## src/rtl/rfalu_pkg.sv

```systemverilog
// Package: shared widths and the opcode type for the register-file datapath.
// Assumes a 3-bit opcode space that is fully decoded.
package rfalu_pkg;

    localparam int unsigned OP_W = 3;

    typedef enum logic [OP_W-1:0] {
        OP_ADD = 3'b000,
        OP_SUB = 3'b001,
        OP_AND = 3'b010,
        OP_OR  = 3'b011,
        OP_XOR = 3'b100,
        OP_MOV = 3'b101,
        OP_SHL = 3'b110,
        OP_SHR = 3'b111
    } alu_op_e;

endpackage

```

## src/rtl/rfalu_regfile.sv

```systemverilog
// Module: register file with NRD combinational read ports and one write port.
// Assumes: write happens on the rising edge when wr_en is high; reset is
// synchronous and active-low and clears every entry. Reads return the value
// held before the edge, so a read of the register being written sees old data.
module rfalu_regfile #(
    parameter int unsigned WIDTH = 16,
    parameter int unsigned NREG  = 8,
    parameter int unsigned NRD   = 3,
    localparam int unsigned AW   = $clog2(NREG)
) (
    input  logic                 clk,
    input  logic                 rst_n,
    input  logic                 wr_en,
    input  logic [AW-1:0]        wr_addr,
    input  logic [WIDTH-1:0]     wr_data,
    input  logic [NRD-1:0][AW-1:0]    rd_addr,
    output logic [NRD-1:0][WIDTH-1:0] rd_data
);

    logic [WIDTH-1:0] regs [NREG];
    logic [NREG*WIDTH-1:0] flat;
    logic                  any_set;

    // Storage update: clear on reset, otherwise write the addressed entry.
    always_ff @(posedge clk) begin
        if (!rst_n) begin
            for (int i = 0; i < NREG; i++) begin
                regs[i] <= '0;
            end
        end else if (wr_en) begin
            regs[wr_addr] <= wr_data;
        end
    end

    // One combinational read multiplexer per port.
    for (genvar p = 0; p < NRD; p++) begin : g_rd
        assign rd_data[p] = regs[rd_addr[p]];
    end

    // Flattened view of the storage, used only by the checks below.
    always_comb begin
        any_set = 1'b0;
        for (int i = 0; i < NREG; i++) begin
            flat[i*WIDTH +: WIDTH] = regs[i];
            any_set = any_set | (|regs[i]);
        end
    end

    AST_RESET_CLEARS: assert property (@(posedge clk) disable iff (!rst_n)
        $rose(rst_n) |-> !any_set);
    AST_IDLE_HOLDS: assert property (@(posedge clk) disable iff (!rst_n)
        !wr_en |=> $stable(flat));
    AST_WRITE_LANDS: assert property (@(posedge clk) disable iff (!rst_n)
        wr_en |=> regs[$past(wr_addr)] == $past(wr_data));

endmodule

```

## src/rtl/rfalu_alu.sv

```systemverilog
// Module: combinational ALU for the datapath.
// Assumes operands are already selected; every opcode produces a result.
// clk and rst_n are used only to sample the built-in checks.
module rfalu_alu
    import rfalu_pkg::*;
#(
    parameter int unsigned WIDTH = 16
) (
    input  logic             clk,
    input  logic             rst_n,
    input  alu_op_e          op,
    input  logic [WIDTH-1:0] opnd_a,
    input  logic [WIDTH-1:0] opnd_b,
    output logic [WIDTH-1:0] result
);

    // Function selection; arithmetic wraps at WIDTH bits.
    always_comb begin
        unique case (op)
            OP_ADD:  result = opnd_a + opnd_b;
            OP_SUB:  result = opnd_a - opnd_b;
            OP_AND:  result = opnd_a & opnd_b;
            OP_OR:   result = opnd_a | opnd_b;
            OP_XOR:  result = opnd_a ^ opnd_b;
            OP_MOV:  result = opnd_a;
            OP_SHL:  result = {opnd_a[WIDTH-2:0], 1'b0};
            OP_SHR:  result = {1'b0, opnd_a[WIDTH-1:1]};
            default: result = '0;
        endcase
    end

    AST_ADD_INVERTS: assert property (@(posedge clk) disable iff (!rst_n)
        (op == OP_ADD) |-> ((result - opnd_b) == opnd_a));
    AST_SUB_INVERTS: assert property (@(posedge clk) disable iff (!rst_n)
        (op == OP_SUB) |-> ((result + opnd_b) == opnd_a));
    AST_MOVE_COPIES: assert property (@(posedge clk) disable iff (!rst_n)
        (op == OP_MOV) |-> (result == opnd_a));
    AST_SHIFT_FILL: assert property (@(posedge clk) disable iff (!rst_n)
        (op == OP_SHL) |-> (result[0] == 1'b0 && result[WIDTH-1:1] == opnd_a[WIDTH-2:0]));

endmodule

```

## src/rtl/rfalu_top.sv

```systemverilog
// Module: single-cycle three-operand datapath (register file + ALU).
// Assumes one instruction is presented per cycle; use_imm replaces the
// second register operand with imm. A debug port reads any register.
module rfalu_top
    import rfalu_pkg::*;
#(
    parameter int unsigned WIDTH = 16,
    parameter int unsigned NREG  = 8,
    localparam int unsigned AW   = $clog2(NREG)
) (
    input  logic             clk,
    input  logic             rst_n,
    input  logic [2:0]       op,
    input  logic [AW-1:0]    dst,
    input  logic [AW-1:0]    src_a,
    input  logic [AW-1:0]    src_b,
    input  logic [WIDTH-1:0] imm,
    input  logic             use_imm,
    input  logic             wr_en,
    input  logic [AW-1:0]    dbg_sel,
    output logic [WIDTH-1:0] dbg_data
);

    localparam int unsigned NRD   = 3;
    localparam int unsigned P_A   = 0;
    localparam int unsigned P_B   = 1;
    localparam int unsigned P_DBG = 2;

    logic [NRD-1:0][AW-1:0]    rd_addr;
    logic [NRD-1:0][WIDTH-1:0] rd_data;
    logic [WIDTH-1:0]          opnd_b;
    logic [WIDTH-1:0]          alu_res;
    alu_op_e                   op_e;

    // Read-port address routing.
    always_comb begin
        rd_addr[P_A]   = src_a;
        rd_addr[P_B]   = src_b;
        rd_addr[P_DBG] = dbg_sel;
    end

    // Second-operand source: immediate word or register B.
    always_comb begin
        opnd_b = use_imm ? imm : rd_data[P_B];
        op_e   = alu_op_e'(op);
    end

    rfalu_regfile #(.WIDTH(WIDTH), .NREG(NREG), .NRD(NRD)) u_rf (
        .clk     (clk),
        .rst_n   (rst_n),
        .wr_en   (wr_en),
        .wr_addr (dst),
        .wr_data (alu_res),
        .rd_addr (rd_addr),
        .rd_data (rd_data)
    );

    rfalu_alu #(.WIDTH(WIDTH)) u_alu (
        .clk    (clk),
        .rst_n  (rst_n),
        .op     (op_e),
        .opnd_a (rd_data[P_A]),
        .opnd_b (opnd_b),
        .result (alu_res)
    );

    assign dbg_data = rd_data[P_DBG];

    AST_DEST_FROM_OLD_A: assert property (@(posedge clk) disable iff (!rst_n)
        (wr_en && op_e == OP_MOV && dst != src_a) |=> (dbg_sel != $past(dst) || dbg_data == $past(rd_data[P_A])));

endmodule

```

## config.mk

```make
export PLATFORM = sky130hd
export DESIGN_NAME = rfalu_top
export DESIGN_NICKNAME = d
export VERILOG_FILES = /design/src/rtl/rfalu_pkg.sv /design/src/rtl/rfalu_regfile.sv /design/src/rtl/rfalu_alu.sv /design/src/rtl/rfalu_top.sv
export SDC_FILE = /design/constraint.sdc
export NUM_CORES = 1
export LEC_CHECK = 0
export ABC_CLOCK_PERIOD_IN_PS = 9300
export CAP_MARGIN = 15
export CORE_MARGIN = 2
export CORE_UTILIZATION = 50
export DETAILED_ROUTE_END_ITERATION = 10
export GPL_TIMING_DRIVEN = 0
export PLACE_DENSITY = 0.73
export SLEW_MARGIN = 20
export SYNTH_ARGS = -nofsm -noshare
export SYNTH_HDL_FRONTEND = slang
export SYNTH_SLANG_ARGS = --single-unit
export TNS_END_PERCENT = 50
```

## constraint.sdc

```tcl
create_clock -name clk -period 9.3 [get_ports clk]
set_input_delay 1.86 -clock clk [delete_from_list [all_inputs] [get_ports clk]]
set_output_delay 1.86 -clock clk [all_outputs]
set_load 0.01 [all_outputs]
```

==> results_tabular.tex <==
\begin{tabular}{lr}
\hline
Metric & Value \\
\hline
\multicolumn{2}{l}{\textbf{Critical path}} \\
\quad Worst Reg-to-Reg Cells & 17 \\
\quad Critical path capture point type & flip-flop \\
\quad Endpoint required time on the critical path & approximately 9.4 ns \\
\quad Largest fanout on the critical path & 10 \\
\quad Critical register-to-register path startpoint & u\_rf.regs[5][0]\$\_SDFFCE\_PN0P\_ \\
\quad R2R Setup Slk & 4.34 ns \\
\quad Worst setup startpoint & src\_a[1] \\
\quad Terminus of the critical flop-to-flop path & u\_rf.regs[5][15]\$\_SDFFCE\_PN0P\_ \\
\quad Arrival time of the worst setup path & approximately 7.4 ns \\
\quad Critical path launch point type & input pin \\
\quad Class of the most critical setup path & input pin to flip-flop \\
\quad Critical path destination & u\_rf.regs[6][14]\$\_SDFFCE\_PN0P\_ \\
\multicolumn{2}{l}{\textbf{Die}} \\
\quad Starting density of the core & between 50 and 60\% \\
\quad Die Ht & roughly 140 um \\
\quad Standard-cell row count & 51 \\
\quad I/O pin total & between 50 and 60 \\
\quad Std-Cell Core Area & 19,400 sq um \\
\quad Width of the chip & approximately 140 um \\
\quad DIE AREA & 20,900 sq um \\
\multicolumn{2}{l}{\textbf{Synth}} \\
\quad Largest area contributor in the netlist & sky130\_fd\_sc\_hd\_\_edfxtp\_1 \\
\quad Synthesized instance count & roughly 870 \\
\quad Cell types with the largest area share after synthesis & sky130\_fd\_sc\_hd\_\_edfxtp\_1 39\%, sky130\_fd\_sc\_hd\_\_mux4\_2 20\%, sky130\_fd\_sc\_hd\_\_nor2\_1 6.4\%, sky130\_fd\_sc\_hd\_\_ha\_1 6.1\%, sky130\_fd\_sc\_hd\_\_mux2i\_1 3.3\% \\
\quad Total number of yosys warnings & 0 \\
\quad Share of flip-flops with an asynchronous set or reset & 0\% \\
\quad Netlist Area Pre-Place & 9870 sq um \\
\quad Ys flop type & sky130\_fd\_sc\_hd\_\_edfxtp\_1 \\
\quad Share of Yosys cell area claimed by the top area cell type & 38.9\% \\
\quad Post-synthesis sequential area ratio & between 30\% and 40\% \\
\quad Number of distinct library cell variants in the gate-level netlist after synthesis & 60 \\
\quad Number of storage elements in the synthesis netlist & $\sim$130 \\
\quad Total nets after synthesis & between 900 and 1,000 \\
\quad Post-synthesis average cell area & $\sim$11 sq um \\
\quad Number of enable-type register cells in the synthesized netlist & around 130 \\
\multicolumn{2}{l}{\textbf{Min path}} \\
\quad Hold crit path type & flip-flop to flip-flop \\
\multicolumn{2}{l}{\textbf{Cells and area}} \\
\quad Layout-stage area growth over the synthesis result & 14.3\% \\
\quad Post-layout instance area & about 11,000 sq um \\
\quad Count of inserted antenna diode cells & 0 \\
\quad Largest register FFs & $\sim$130 \\
\quad Total number of nets in the final design & between 1,000 and 1,500 \\
\quad Non-Filler Instances & around 1,200 \\
\quad Largest registers & u\_rf.regs (128) \\
\quad Biggest register & u\_rf.regs \\
\quad Share of post-route cells with drive strength above 1 & slightly below 20\% \\
\multicolumn{2}{l}{\textbf{Pwr}} \\
\quad Total power divided by cell area & between 150 and 200 nW/um\^{}2 \\
\quad Post-layout total power & 1.97 mW \\
\quad Worst supply voltage drop on vdd & $\sim$140 uV \\
\quad Sequential cell fraction of total power & a little over a third \\
\quad Power share of the clock group & 38.9\% \\
\quad Psw & just under 0.6 mW \\
\quad Portion of total power attributed to combinational logic & a little over a quarter \\
\quad Net switching fraction of the power & $\sim$30\% \\
\quad Internal Pwr Total & 1.39 mW \\
\quad Cell leakage power & $\sim$4.3 nW \\
\multicolumn{2}{l}{\textbf{STA}} \\
\quad RSZ-0062 raised after global routing & no \\
\quad Pins Over Slew Limit & 0 \\
\quad Max-slew headroom at the worst pin & 28.4\% \\
\quad Final hold violations & 0 \\
\quad Final worst path period need & between 7 and 8 ns \\
\quad Final period util & between 70\% and 80\% \\
\quad Final Hold Slack & around 1.5 ns \\
\quad Fmax & about 140 MHz \\
\quad Final total negative setup slack & 0 ns \\
\quad Final setup skew & just under 0.01 ns \\
\quad Finish-stage setup viols & 0 \\
\quad Transition time at the pin with the least slew margin & approximately 1.1 ns \\
\multicolumn{2}{l}{\textbf{Detailed routing}} \\
\quad Remaining routing DRC violations & 0 \\
\quad First-pass iteration count of the detailed router & 5 \\
\quad Antenna violation net count after detailed routing & 0 \\
\quad Routed wire per std cell & about 24 um \\
\quad Via density & about 6.5 \\
\quad Vias & $\sim$7,800 \\
\quad First DRT Iteration DRCs & about 1,000 \\
\quad Total detailed-routing wirelength & approximately 29 mm \\
\multicolumn{2}{l}{\textbf{Clocking}} \\
\quad CTS Sinks & $\sim$130 \\
\quad Later-pin clock latency in the skew report & about 0.42 ns \\
\quad H-tree depth & 4 \\
\quad Post-CTS Hold Buffers & 0 \\
\quad Clock tree from TritonCTS & yes \\
\quad Buffer type at the clock tree root & sky130\_fd\_sc\_hd\_\_clkbuf\_16 \\
\quad Maximum root-to-sink buffer count & 2 \\
\quad Cells resized by post-CTS repair & 0 \\
\quad Number of CTS-inserted buffers & 17 \\
\quad Post-CTS setup buffer count & 0 \\
\quad Clock slew at the register clock pins of the worst setup and hold paths & roughly 0.060 ns \\
\multicolumn{2}{l}{\textbf{Place}} \\
\quad Number of placed instances with taps included & 1,170 \\
\quad Global placer's final weighted congestion & just over 0.9 \\
\quad I/O Buffers & 39 \\
\quad DP Wirelength & between 20 and 25 mm \\
\quad Area after detailed placement & about 11,000 sq um \\
\multicolumn{2}{l}{\textbf{GRT}} \\
\quad Wire length of the first global-routing pass & between 40 and 50 mm \\
\quad Number of antenna violations at the first check in global routing & 0 \\
\quad Vias in the first global route & between 7,000 and 8,000 \\
\quad Gr ovfl total & 0 \\
\quad Largest net degree at the start of global routing & 17 \\
\quad All-Layer GR Usage & 29.0\% \\
\multicolumn{2}{l}{\textbf{Job}} \\
\quad Reported max-cap violation count & 0 \\
\multicolumn{2}{l}{\textbf{Run status}} \\
\quad Status & finished, final reports clean \\
\hline
\end{tabular}
[layout make-up]
class                      count  area, sq um
buffer                        60          263
clock buffer                  19          433
clock inverter                13          234
fill                        1586         8110
inverter                      40          150
multi-input combinational    638         5650
sequential                   128         3840
tap                          265          332
timing repair buffer          39          390
[routing by layer]
layer	wire [um]	global-route usage, %
met5	0	0
met4	937	11.5
met3	3030	6.62
met2	14300	47.5
met1	11100	37.7
[how the worst min path moves through the flow]
stage | from | end | cells past startpoint
after floorplan | u_rf.regs[2][2]$_SDFFCE_PN0P_ | u_rf.regs[4][1]$_SDFFCE_PN0P_ | 7
after global placement | u_rf.regs[6][1]$_SDFFCE_PN0P_ | u_rf.regs[4][0]$_SDFFCE_PN0P_ | 5
after detailed placement | u_rf.regs[7][9]$_SDFFCE_PN0P_ | u_rf.regs[3][9]$_SDFFCE_PN0P_ | 7
after CTS | u_rf.regs[6][1]$_SDFFCE_PN0P_ | u_rf.regs[1][0]$_SDFFCE_PN0P_ | 5
after global routing | u_rf.regs[5][9]$_SDFFCE_PN0P_ | u_rf.regs[3][9]$_SDFFCE_PN0P_ | 7
final | u_rf.regs[7][1]$_SDFFCE_PN0P_ | u_rf.regs[3][0]$_SDFFCE_PN0P_ | 5
[cells in the final DEF (no fill, tap or decap), types with 17 or more instances in the layout]
master                              n
sky130_fd_sc_hd__nor2_1           169
sky130_fd_sc_hd__mux2i_1           33
sky130_fd_sc_hd__a21oi_1           37
sky130_fd_sc_hd__inv_1             35
sky130_fd_sc_hd__clkdlybuf4s50_1   39
sky130_fd_sc_hd__mux4_2            86
sky130_fd_sc_hd__nand2_1           56
sky130_fd_sc_hd__o21ai_0           29
sky130_fd_sc_hd__ha_1              48
sky130_fd_sc_hd__xnor2_1           25
sky130_fd_sc_hd__mux2_2            28
sky130_fd_sc_hd__edfxtp_1         128
sky130_fd_sc_hd__clkbuf_16         17
sky130_fd_sc_hd__clkbuf_1          43
[power by group through the flow]
stage | combinational (mW) | sequential [mW] | clock (mW)
5_1_grt | 0.559 | 0.690 | 0.787
6_report | 0.519 | 0.688 | 0.768
3_3_place_gp | 0.491 | 0.692 | 0
3_5_place_dp | 0.503 | 0.696 | 0
4_1_cts | 0.510 | 0.686 | 0.766
2_1_floorplan | 0.360 | 0.687 | 0
[metrics by stage]
stage | utilization (%) | setup slack, ns
final | 58.2 | 2.07
after global routing | 58.2 | 1.77
after CTS | 58.2 | 2.19
after detailed placement | 54.8 | 1.79
after global placement | 54.6 | 1.57
after floorplan | - | 3.05
[cells by family (layout without fill, tap and decap cells)]
group | Yosys count | count (layout) | share of synthesized area (%)
compound gates | 143 | 143 | 9.68
xor+xnor | 28 | 28 | 2.48
simple gates | 270 | 270 | 12.2
mux | 148 | 148 | 26.3
buf+inv | 100 | 171 | 4.18
fa+ha+maj | 49 | 49 | 6.28
flops | 128 | 128 | 38.9
[synthesized netlist by cell type (2+ instances only)]
library cell,n
sky130_fd_sc_hd__mux4_2,86
sky130_fd_sc_hd__inv_2,5
sky130_fd_sc_hd__edfxtp_1,128
sky130_fd_sc_hd__nor3_1,4
sky130_fd_sc_hd__clkbuf_1,41
sky130_fd_sc_hd__mux2i_1,33
sky130_fd_sc_hd__o211ai_1,4
sky130_fd_sc_hd__a221o_1,4
sky130_fd_sc_hd__o31ai_1,6
sky130_fd_sc_hd__nor2b_1,6
sky130_fd_sc_hd__and3_1,3
sky130_fd_sc_hd__mux2_2,28
sky130_fd_sc_hd__a41oi_1,2
sky130_fd_sc_hd__inv_1,35
sky130_fd_sc_hd__a22oi_1,4
sky130_fd_sc_hd__nand2b_1,2
sky130_fd_sc_hd__nor2b_4,8
sky130_fd_sc_hd__a21oi_1,37
sky130_fd_sc_hd__buf_6,2
sky130_fd_sc_hd__buf_2,3
sky130_fd_sc_hd__o32ai_1,3
sky130_fd_sc_hd__a22o_1,6
sky130_fd_sc_hd__o22ai_1,12
sky130_fd_sc_hd__xor2_1,3
sky130_fd_sc_hd__and2_1,12
sky130_fd_sc_hd__xnor2_1,25
sky130_fd_sc_hd__o21ai_0,29
sky130_fd_sc_hd__ha_1,48
sky130_fd_sc_hd__buf_1,11
sky130_fd_sc_hd__a221oi_2,5
sky130_fd_sc_hd__nor2_1,169
sky130_fd_sc_hd__a31oi_1,4
sky130_fd_sc_hd__o31a_2,2
sky130_fd_sc_hd__a211oi_1,3
sky130_fd_sc_hd__buf_4,2
sky130_fd_sc_hd__nand3_1,2
sky130_fd_sc_hd__o21ai_1,4
sky130_fd_sc_hd__nand2_1,56
sky130_fd_sc_hd__a21o_1,8
[critical path, cell delays in order]
cell	delay, ns
sky130_fd_sc_hd__clkbuf_1	0.29
sky130_fd_sc_hd__clkbuf_1	0.71
sky130_fd_sc_hd__clkbuf_1	0.64
sky130_fd_sc_hd__mux4_2	0.45
sky130_fd_sc_hd__mux2_2	0.33
sky130_fd_sc_hd__inv_1	0.09
sky130_fd_sc_hd__ha_1	0.17
sky130_fd_sc_hd__inv_1	0.06
sky130_fd_sc_hd__fa_1	0.46
sky130_fd_sc_hd__a21o_1	0.18
sky130_fd_sc_hd__a21oi_1	0.23
sky130_fd_sc_hd__o21bai_1	0.14
sky130_fd_sc_hd__a41o_1	0.31
sky130_fd_sc_hd__a21boi_0	0.28
sky130_fd_sc_hd__a21oi_1	0.15
sky130_fd_sc_hd__mux2i_1	0.17
sky130_fd_sc_hd__o31ai_2	0.74
sky130_fd_sc_hd__nor2_1	0.10
(Power assumes the default switching activity.)
